==> src/rtl/pce_pkg.sv <==
package pce_pkg;

    typedef enum logic [1:0] {
        OP_ALU   = 2'b00,
        OP_MOVZ  = 2'b01,
        OP_MOVNZ = 2'b10,
        OP_PLOAD = 2'b11
    } op_class_e;

    typedef enum logic [2:0] {
        OUT_IDLE   = 3'd0,
        OUT_COMMIT = 3'd1,
        OUT_ANNUL  = 3'd2,
        OUT_FAULT  = 3'd3,
        OUT_DROP   = 3'd4
    } outcome_e;

endpackage

==> src/rtl/pce_pred_eval.sv <==
module pce_pred_eval
    import pce_pkg::*;
#(
    parameter int XLEN = 32
) (
    input  op_class_e       op,
    input  logic [XLEN-1:0] pred,
    output logic            pred_true
);
    logic pred_zero;

    always_comb begin
        pred_zero = (pred == '0);
        unique case (op)
            OP_ALU:   pred_true = 1'b1;
            OP_MOVZ:  pred_true = pred_zero;
            OP_MOVNZ: pred_true = !pred_zero;
            OP_PLOAD: pred_true = !pred_zero;
            default:  pred_true = 1'b0;
        endcase
    end

endmodule

==> src/rtl/pce_outcome.sv <==
module pce_outcome
    import pce_pkg::*;
(
    input  logic     valid,
    input  logic     flush,
    input  logic     pred_true,
    input  logic     fault,
    output outcome_e outcome
);
    always_comb begin
        if (!valid)          outcome = OUT_IDLE;
        else if (flush)      outcome = OUT_DROP;
        else if (!pred_true) outcome = OUT_ANNUL;
        else if (fault)      outcome = OUT_FAULT;
        else                 outcome = OUT_COMMIT;
    end

endmodule

==> src/rtl/pce_event_counter.sv <==
module pce_event_counter #(
    parameter int W = 16
) (
    input  logic         clk,
    input  logic         rst,
    input  logic         inc,
    output logic [W-1:0] count
);
    logic [W-1:0] count_d, count_q;

    always_comb begin
        count_d = count_q;
        if (inc) count_d = count_q + W'(1);
    end

    always_ff @(posedge clk) begin
        if (rst) count_q <= '0;
        else     count_q <= count_d;
    end

    assign count = count_q;

    // a counter moves only on its event, and then by exactly one
    a_r11_count_holds: assert property (@(posedge clk) disable iff (rst)
        !inc |=> $stable(count_q));
    a_r5_count_step: assert property (@(posedge clk) disable iff (rst)
        inc |=> (count_q == $past(count_q) + W'(1)));

endmodule

==> src/rtl/pred_commit_stage.sv <==
module pred_commit_stage
    import pce_pkg::*;
#(
    parameter int XLEN    = 32,
    parameter int NREG    = 32,
    parameter int CAUSE_W = 4,
    parameter int CNT_W   = 16,
    localparam int AW     = $clog2(NREG)
) (
    input  logic               clk,
    input  logic               rst,
    input  logic               in_valid,
    input  logic [1:0]         in_op,
    input  logic [AW-1:0]      in_rd,
    input  logic [XLEN-1:0]    in_result,
    input  logic [XLEN-1:0]    in_pred,
    input  logic               in_fault,
    input  logic [CAUSE_W-1:0] in_cause,
    output logic               rf_we,
    output logic [AW-1:0]      rf_waddr,
    output logic [XLEN-1:0]    rf_wdata,
    output logic               exc_valid,
    output logic [CAUSE_W-1:0] exc_cause,
    output logic [CNT_W-1:0]   commit_count,
    output logic [CNT_W-1:0]   annul_count
);
    typedef struct packed {
        logic               we;
        logic [AW-1:0]      waddr;
        logic [XLEN-1:0]    wdata;
        logic               exc;
        logic [CAUSE_W-1:0] cause;
        logic               flush;
    } stage_t;

    stage_t    st_d, st_q;
    op_class_e op;
    logic      pred_true;
    outcome_e  outcome;
    logic      inc_commit, inc_annul;

    assign op = op_class_e'(in_op);

    pce_pred_eval #(.XLEN(XLEN)) i_pred (
        .op        (op),
        .pred      (in_pred),
        .pred_true (pred_true)
    );

    pce_outcome i_outcome (
        .valid     (in_valid),
        .flush     (st_q.flush),
        .pred_true (pred_true),
        .fault     (in_fault),
        .outcome   (outcome)
    );

    always_comb begin
        st_d       = st_q;
        st_d.we    = 1'b0;
        st_d.exc   = 1'b0;
        st_d.cause = '0;
        st_d.flush = 1'b0;
        inc_commit = 1'b0;
        inc_annul  = 1'b0;
        unique case (outcome)
            OUT_COMMIT: begin
                inc_commit = 1'b1;
                if (in_rd != '0) begin
                    st_d.we    = 1'b1;
                    st_d.waddr = in_rd;
                    st_d.wdata = in_result;
                end
            end
            OUT_ANNUL: inc_annul = 1'b1;
            OUT_FAULT: begin
                st_d.exc   = 1'b1;
                st_d.cause = in_cause;
                st_d.flush = 1'b1;
            end
            default: ;
        endcase
    end

    always_ff @(posedge clk) begin
        if (rst) st_q <= '0;
        else     st_q <= st_d;
    end

    pce_event_counter #(.W(CNT_W)) i_commit_cnt (
        .clk   (clk),
        .rst   (rst),
        .inc   (inc_commit),
        .count (commit_count)
    );

    pce_event_counter #(.W(CNT_W)) i_annul_cnt (
        .clk   (clk),
        .rst   (rst),
        .inc   (inc_annul),
        .count (annul_count)
    );

    assign rf_we     = st_q.we;
    assign rf_waddr  = st_q.waddr;
    assign rf_wdata  = st_q.wdata;
    assign exc_valid = st_q.exc;
    assign exc_cause = st_q.cause;

    // a false predicate leaves no architectural trace
    a_r5_annul_silent: assert property (@(posedge clk) disable iff (rst)
        (in_valid && !st_q.flush && !pred_true) |=> (!rf_we && !exc_valid));
    // a predicated load with a zero predicate never faults or writes
    a_r4_load_zero_pred: assert property (@(posedge clk) disable iff (rst)
        (in_valid && !st_q.flush && op == OP_PLOAD && in_pred == '0) |=> (!rf_we && !exc_valid));
    // register 0 is never written
    a_r8_no_zero_write: assert property (@(posedge clk) disable iff (rst)
        rf_we |-> (rf_waddr != '0));
    // a write and an exception never coincide
    a_r6_exc_blocks_write: assert property (@(posedge clk) disable iff (rst)
        !(rf_we && exc_valid));
    // the exception is a single-cycle pulse
    a_r7_exc_single: assert property (@(posedge clk) disable iff (rst)
        exc_valid |=> !exc_valid);
    // cause is zero outside a pulse
    a_r6_cause_quiet: assert property (@(posedge clk) disable iff (rst)
        !exc_valid |-> (exc_cause == '0));
    // a valid, unflushed, fault-free ALU op always counts as a commit
    a_r1_alu_commits: assert property (@(posedge clk) disable iff (rst)
        (in_valid && !st_q.flush && op == OP_ALU && !in_fault)
            |=> (commit_count == $past(commit_count) + CNT_W'(1)));

endmodule

==> config.mk <==
export PLATFORM = sky130hd
export DESIGN_NAME = pred_commit_stage
export DESIGN_NICKNAME = d
export VERILOG_FILES = /design/src/rtl/pce_pkg.sv /design/src/rtl/pce_pred_eval.sv /design/src/rtl/pce_outcome.sv /design/src/rtl/pce_event_counter.sv /design/src/rtl/pred_commit_stage.sv
export SDC_FILE = /design/constraint.sdc
export NUM_CORES = 1
export LEC_CHECK = 0
export ABC_AREA = 0
export CORE_UTILIZATION = 37
export DETAILED_ROUTE_END_ITERATION = 10
export PLACE_DENSITY = 0.76
export SETUP_SLACK_MARGIN = 0.2
export SYNTH_ARGS = -nofsm -noshare
export SYNTH_HDL_FRONTEND = slang
export SYNTH_SLANG_ARGS = --single-unit
==> constraint.sdc <==
create_clock -name clk -period 2.2 [get_ports clk]
set_input_delay 0.44 -clock clk [delete_from_list [all_inputs] [get_ports clk]]
set_output_delay 0.44 -clock clk [all_outputs]
set_load 0.05 [all_outputs]
==> metrics.json <==
{
  "place": {
    "estimated_wirelength_of_the_detail_placed_design_mm": 7.28,
    "buffer_ports.inserted": 153,
    "place.detailed.instances": 628,
    "place_congestion": 0.791,
    "pre_cts_ws_ns": -0.549
  },
  "cts": {
    "cts_tree": "done",
    "cts-buffers-inserted": 9,
    "clk_transition_reported_paths_ns": 0.08,
    "h-tree-depth": 3,
    "cts_hold_buffers": 0,
    "cts_sinks": 75,
    "ctsLongestPathBuffers": 2,
    "insertion_delay_ns": 0.35,
    "cts_root_buf": "sky130_fd_sc_hd__clkbuf_8"
  },
  "power": {
    "power.density_cell_area_nw_per_um2": 520,
    "leakage_power_of_the_design_nw": 2.24,
    "vdd_ir_drop_max_uv": 287
  },
  "timing": {
    "final.setup_skew_ns": 0.0163,
    "timing_max_transition_violations_final": 0,
    "report.final.setup_viol": 0,
    "tightestPinTransition_ns": 0.561,
    "layout_min_cycle_time_ns": 2.14,
    "finalWorstSetupSlack_ns": 0.0579,
    "fin_hold_ws_ns": 0.477,
    "report.final.hold_viol_count": 0,
    "period_utilization_pct": 97.4,
    "slew_headroom_pct": 62.5,
    "timing.fmax_ghz": 0.467,
    "grt_setup_unrepaired": "true"
  },
  "grt": {
    "grt.met3_usage_pct": 4.27,
    "gr-max-usage-layer": "met2",
    "groute.layer.met1.usage_pct": 26.2,
    "grt_overflow": 0,
    "pin_count_of_the_biggest_net_entering_global_routing": 39,
    "globalRouteMet2Util_pct": 40.4,
    "globalRouteTotalUtil_pct": 22.7,
    "antenna_found_initial": 0,
    "via_count_of_the_first_global_routing_pass": 3428,
    "global_route_wire_length_before_repair_mm": 16.0
  },
  "logic_synthesis": {
    "yosys.area_share.adder_pct": 0.770,
    "syn-cell-area_um2": 3250,
    "synthMostInstantiatedCell": "sky130_fd_sc_hd__dfxtp_1",
    "share_of_the_synthesized_area_in_compound_gates_ao_oa_aoi_oai_pct": 21.1,
    "synthesis.yosys.warnings": 0,
    "synth_xor_xnor_area_share_pct": 5.12,
    "synth_area_per_cell_um2": 8.58,
    "synth_simple_gate_area_share_pct": 21.4,
    "synth_top_area_share_pct": 46.2,
    "proportion_of_synthesized_area_in_mux_cells_pct": 0.654,
    "synth_common_cells": "sky130_fd_sc_hd__dfxtp_1, sky130_fd_sc_hd__a21oi_1, sky130_fd_sc_hd__nand3_1, sky130_fd_sc_hd__o21ai_0, sky130_fd_sc_hd__nor2_1",
    "synth-seq-area-share_pct": 46.2,
    "ys_seq_elements": 75,
    "postSynth.topFlopCell": "sky130_fd_sc_hd__dfxtp_1",
    "ys_async_sr_fraction_pct": 0,
    "main_combinational_cell_family_by_area_after_synthesis": "simple AND/OR/NAND/NOR gates",
    "yosys.cell_types.count": 34,
    "post_synth_main_area_contributors": "sky130_fd_sc_hd__dfxtp_1, sky130_fd_sc_hd__a21oi_1, sky130_fd_sc_hd__nand3_1, sky130_fd_sc_hd__o21ai_0, sky130_fd_sc_hd__xnor2_1",
    "synthDominantAreaCellType": "sky130_fd_sc_hd__dfxtp_1",
    "synthesis.nets": 460,
    "synthCells": 379,
    "synth_enable_flop_cells": 0
  },
  "drt": {
    "remaining_drcs": 0,
    "drt-wirelength-per-cell_um": 16.5,
    "drtPass1Iterations": 5,
    "detail_route.iter0.violations": 148,
    "via_count": 3546,
    "remaining_number_of_nets_flagged_by_the_antenna_check_after_routing": 0,
    "via_per_inst": 5.34,
    "wirelength_mm": 11.0
  },
  "status": {
    "result_of_the_run": "finished clean"
  },
  "setup_path": {
    "critical_path.startpoint_type": "input pin",
    "critical_path.endpoint_type": "flop",
    "worst_ep_arrival_time_ns": 2.36,
    "timing_worst_setup_path_type": "input pin to flop",
    "crit_required_ns": 2.42,
    "critPathMaxFanout": 10
  },
  "die": {
    "top_level_ports": 154,
    "floorplan.core_area_um2": 8340,
    "fp.dieH_um": 95.8,
    "fp-row-count": 33,
    "die-area_um2": 9170,
    "initial_utilization_pct": 39.0,
    "floorplan.die.width_um": 95.8
  },
  "final_layout": {
    "instances_no_fill": 664,
    "antenna-diode-count": 0,
    "layout.nets": 635,
    "final_layout_size_suffix_gt1_share_pct": 24.7,
    "flow.area_growth_from_synthesis_pct": 78.3,
    "n_fill_cell": 653
  },
  "worst_hold_path": {
    "holdCritPathClass": "flop to flop"
  },
  "flow_run": {
    "maxCapViolCount": 0
  }
}
## power breakdown
part	switching (W)	total (W)	internal, W
Clock	0.000523	0.00104	0.000520
Sequential	0.0000204	0.00141	0.00139
Combinational	0.000300	0.000563	0.000263
## stage by stage
stage / total power [W] / instance area (um2) / TNS (ns) / util (%)
after detailed placement: 0.00195 / 5200 / -34.83 / 62.3
after global routing: 0.00312 / 5800 / -0.000367 / 69.5
final: 0.00302 / 5800 / 0 / 69.5
after floorplan: 0.00168 / 3460 / 0 / -
after global placement: 0.00194 / 5200 / -32.73 / 62.3
after CTS: 0.00298 / 5480 / 0 / 65.7
## placed cells by master (no fill, tap or decap), drive strengths merged, types with 7 or more instances in the layout
master	n
or3	7
buf	65
dlygate4sd2	23
nor2	25
nor4	9
clkdlybuf4s50	87
nand4	8
a21oi	51
nand3	43
dfxtp	75
clkbuf	12
nand2	19
a2111oi	7
dlymetal6s2s	10
xnor2	16
o21ai	42
## final cells by class
cell class                 count  area, um2  share of cell area, %
timing repair buffer         194       2000                   34.4
multi-input combinational    268       1940                   33.5
sequential                    75       1510                   26.1
tap                          105        131                   2.27
clock buffer                   9        124                   2.14
clock inverter                 7       68.8                   1.19
inverter                       6       22.5                  0.388
## worst max-delay path, cell delays in order
cell and delay, ns:
sky130_fd_sc_hd__buf_8 0.10, sky130_fd_sc_hd__nor4_4 0.28, sky130_fd_sc_hd__nand4_1 0.20, sky130_fd_sc_hd__or3_4 0.47, sky130_fd_sc_hd__buf_4 0.17, sky130_fd_sc_hd__buf_12 0.14, sky130_fd_sc_hd__and3_4 0.22, sky130_fd_sc_hd__clkbuf_16 0.17
sky130_fd_sc_hd__nand3_1 0.09, sky130_fd_sc_hd__a21oi_1 0.08
## kinds of logic after synthesis
logic type / after synthesis
AOI/OAI and AO/OA: 111
xor gates and xnor gates: 19
adders and majority gates: 2
buffers and inverters: 36
DFF: 75
muxes: 2
and+or+nand+nor: 134
## layer usage
metal | part of all wire, % | up-vias
met2 | 53 | 131
li1 | - | 1716
met5 | 0 | -
met3 | 4.4 | 24
met4 | 2.8 | 0
met1 | 40 | 1675
## state kept, by name, indices dropped and copies added, names as in the netlist
name                count
exc_cause               4
exc_valid               1
i_annul_cnt.count      16
i_commit_cnt.count     16
rf_waddr                5
rf_wdata               32
rf_we                   1
## timing repair
item | CTS | global route
endpoints found under the setup margin | 97 | 66
pin swaps | 21 | 20
gates resized for setup | 166 | 51
buffers inserted | 8 | 5
cloned | 2 | 5
## worst paths after layout
check / from / end / slack [ns] / depth (start not counted)
max: in_pred[6] / rf_wdata[19] / 0.06 / 10
min: rf_wdata[29] / rf_wdata[29] / 0.48 / 2
max reg2reg: i_commit_cnt.count[9] / i_commit_cnt.count[15] / 0.32 / 6
min reg2reg: rf_wdata[29] / rf_wdata[29] / 0.48 / 2
Note: power is estimated with default switching activity, not from simulation.
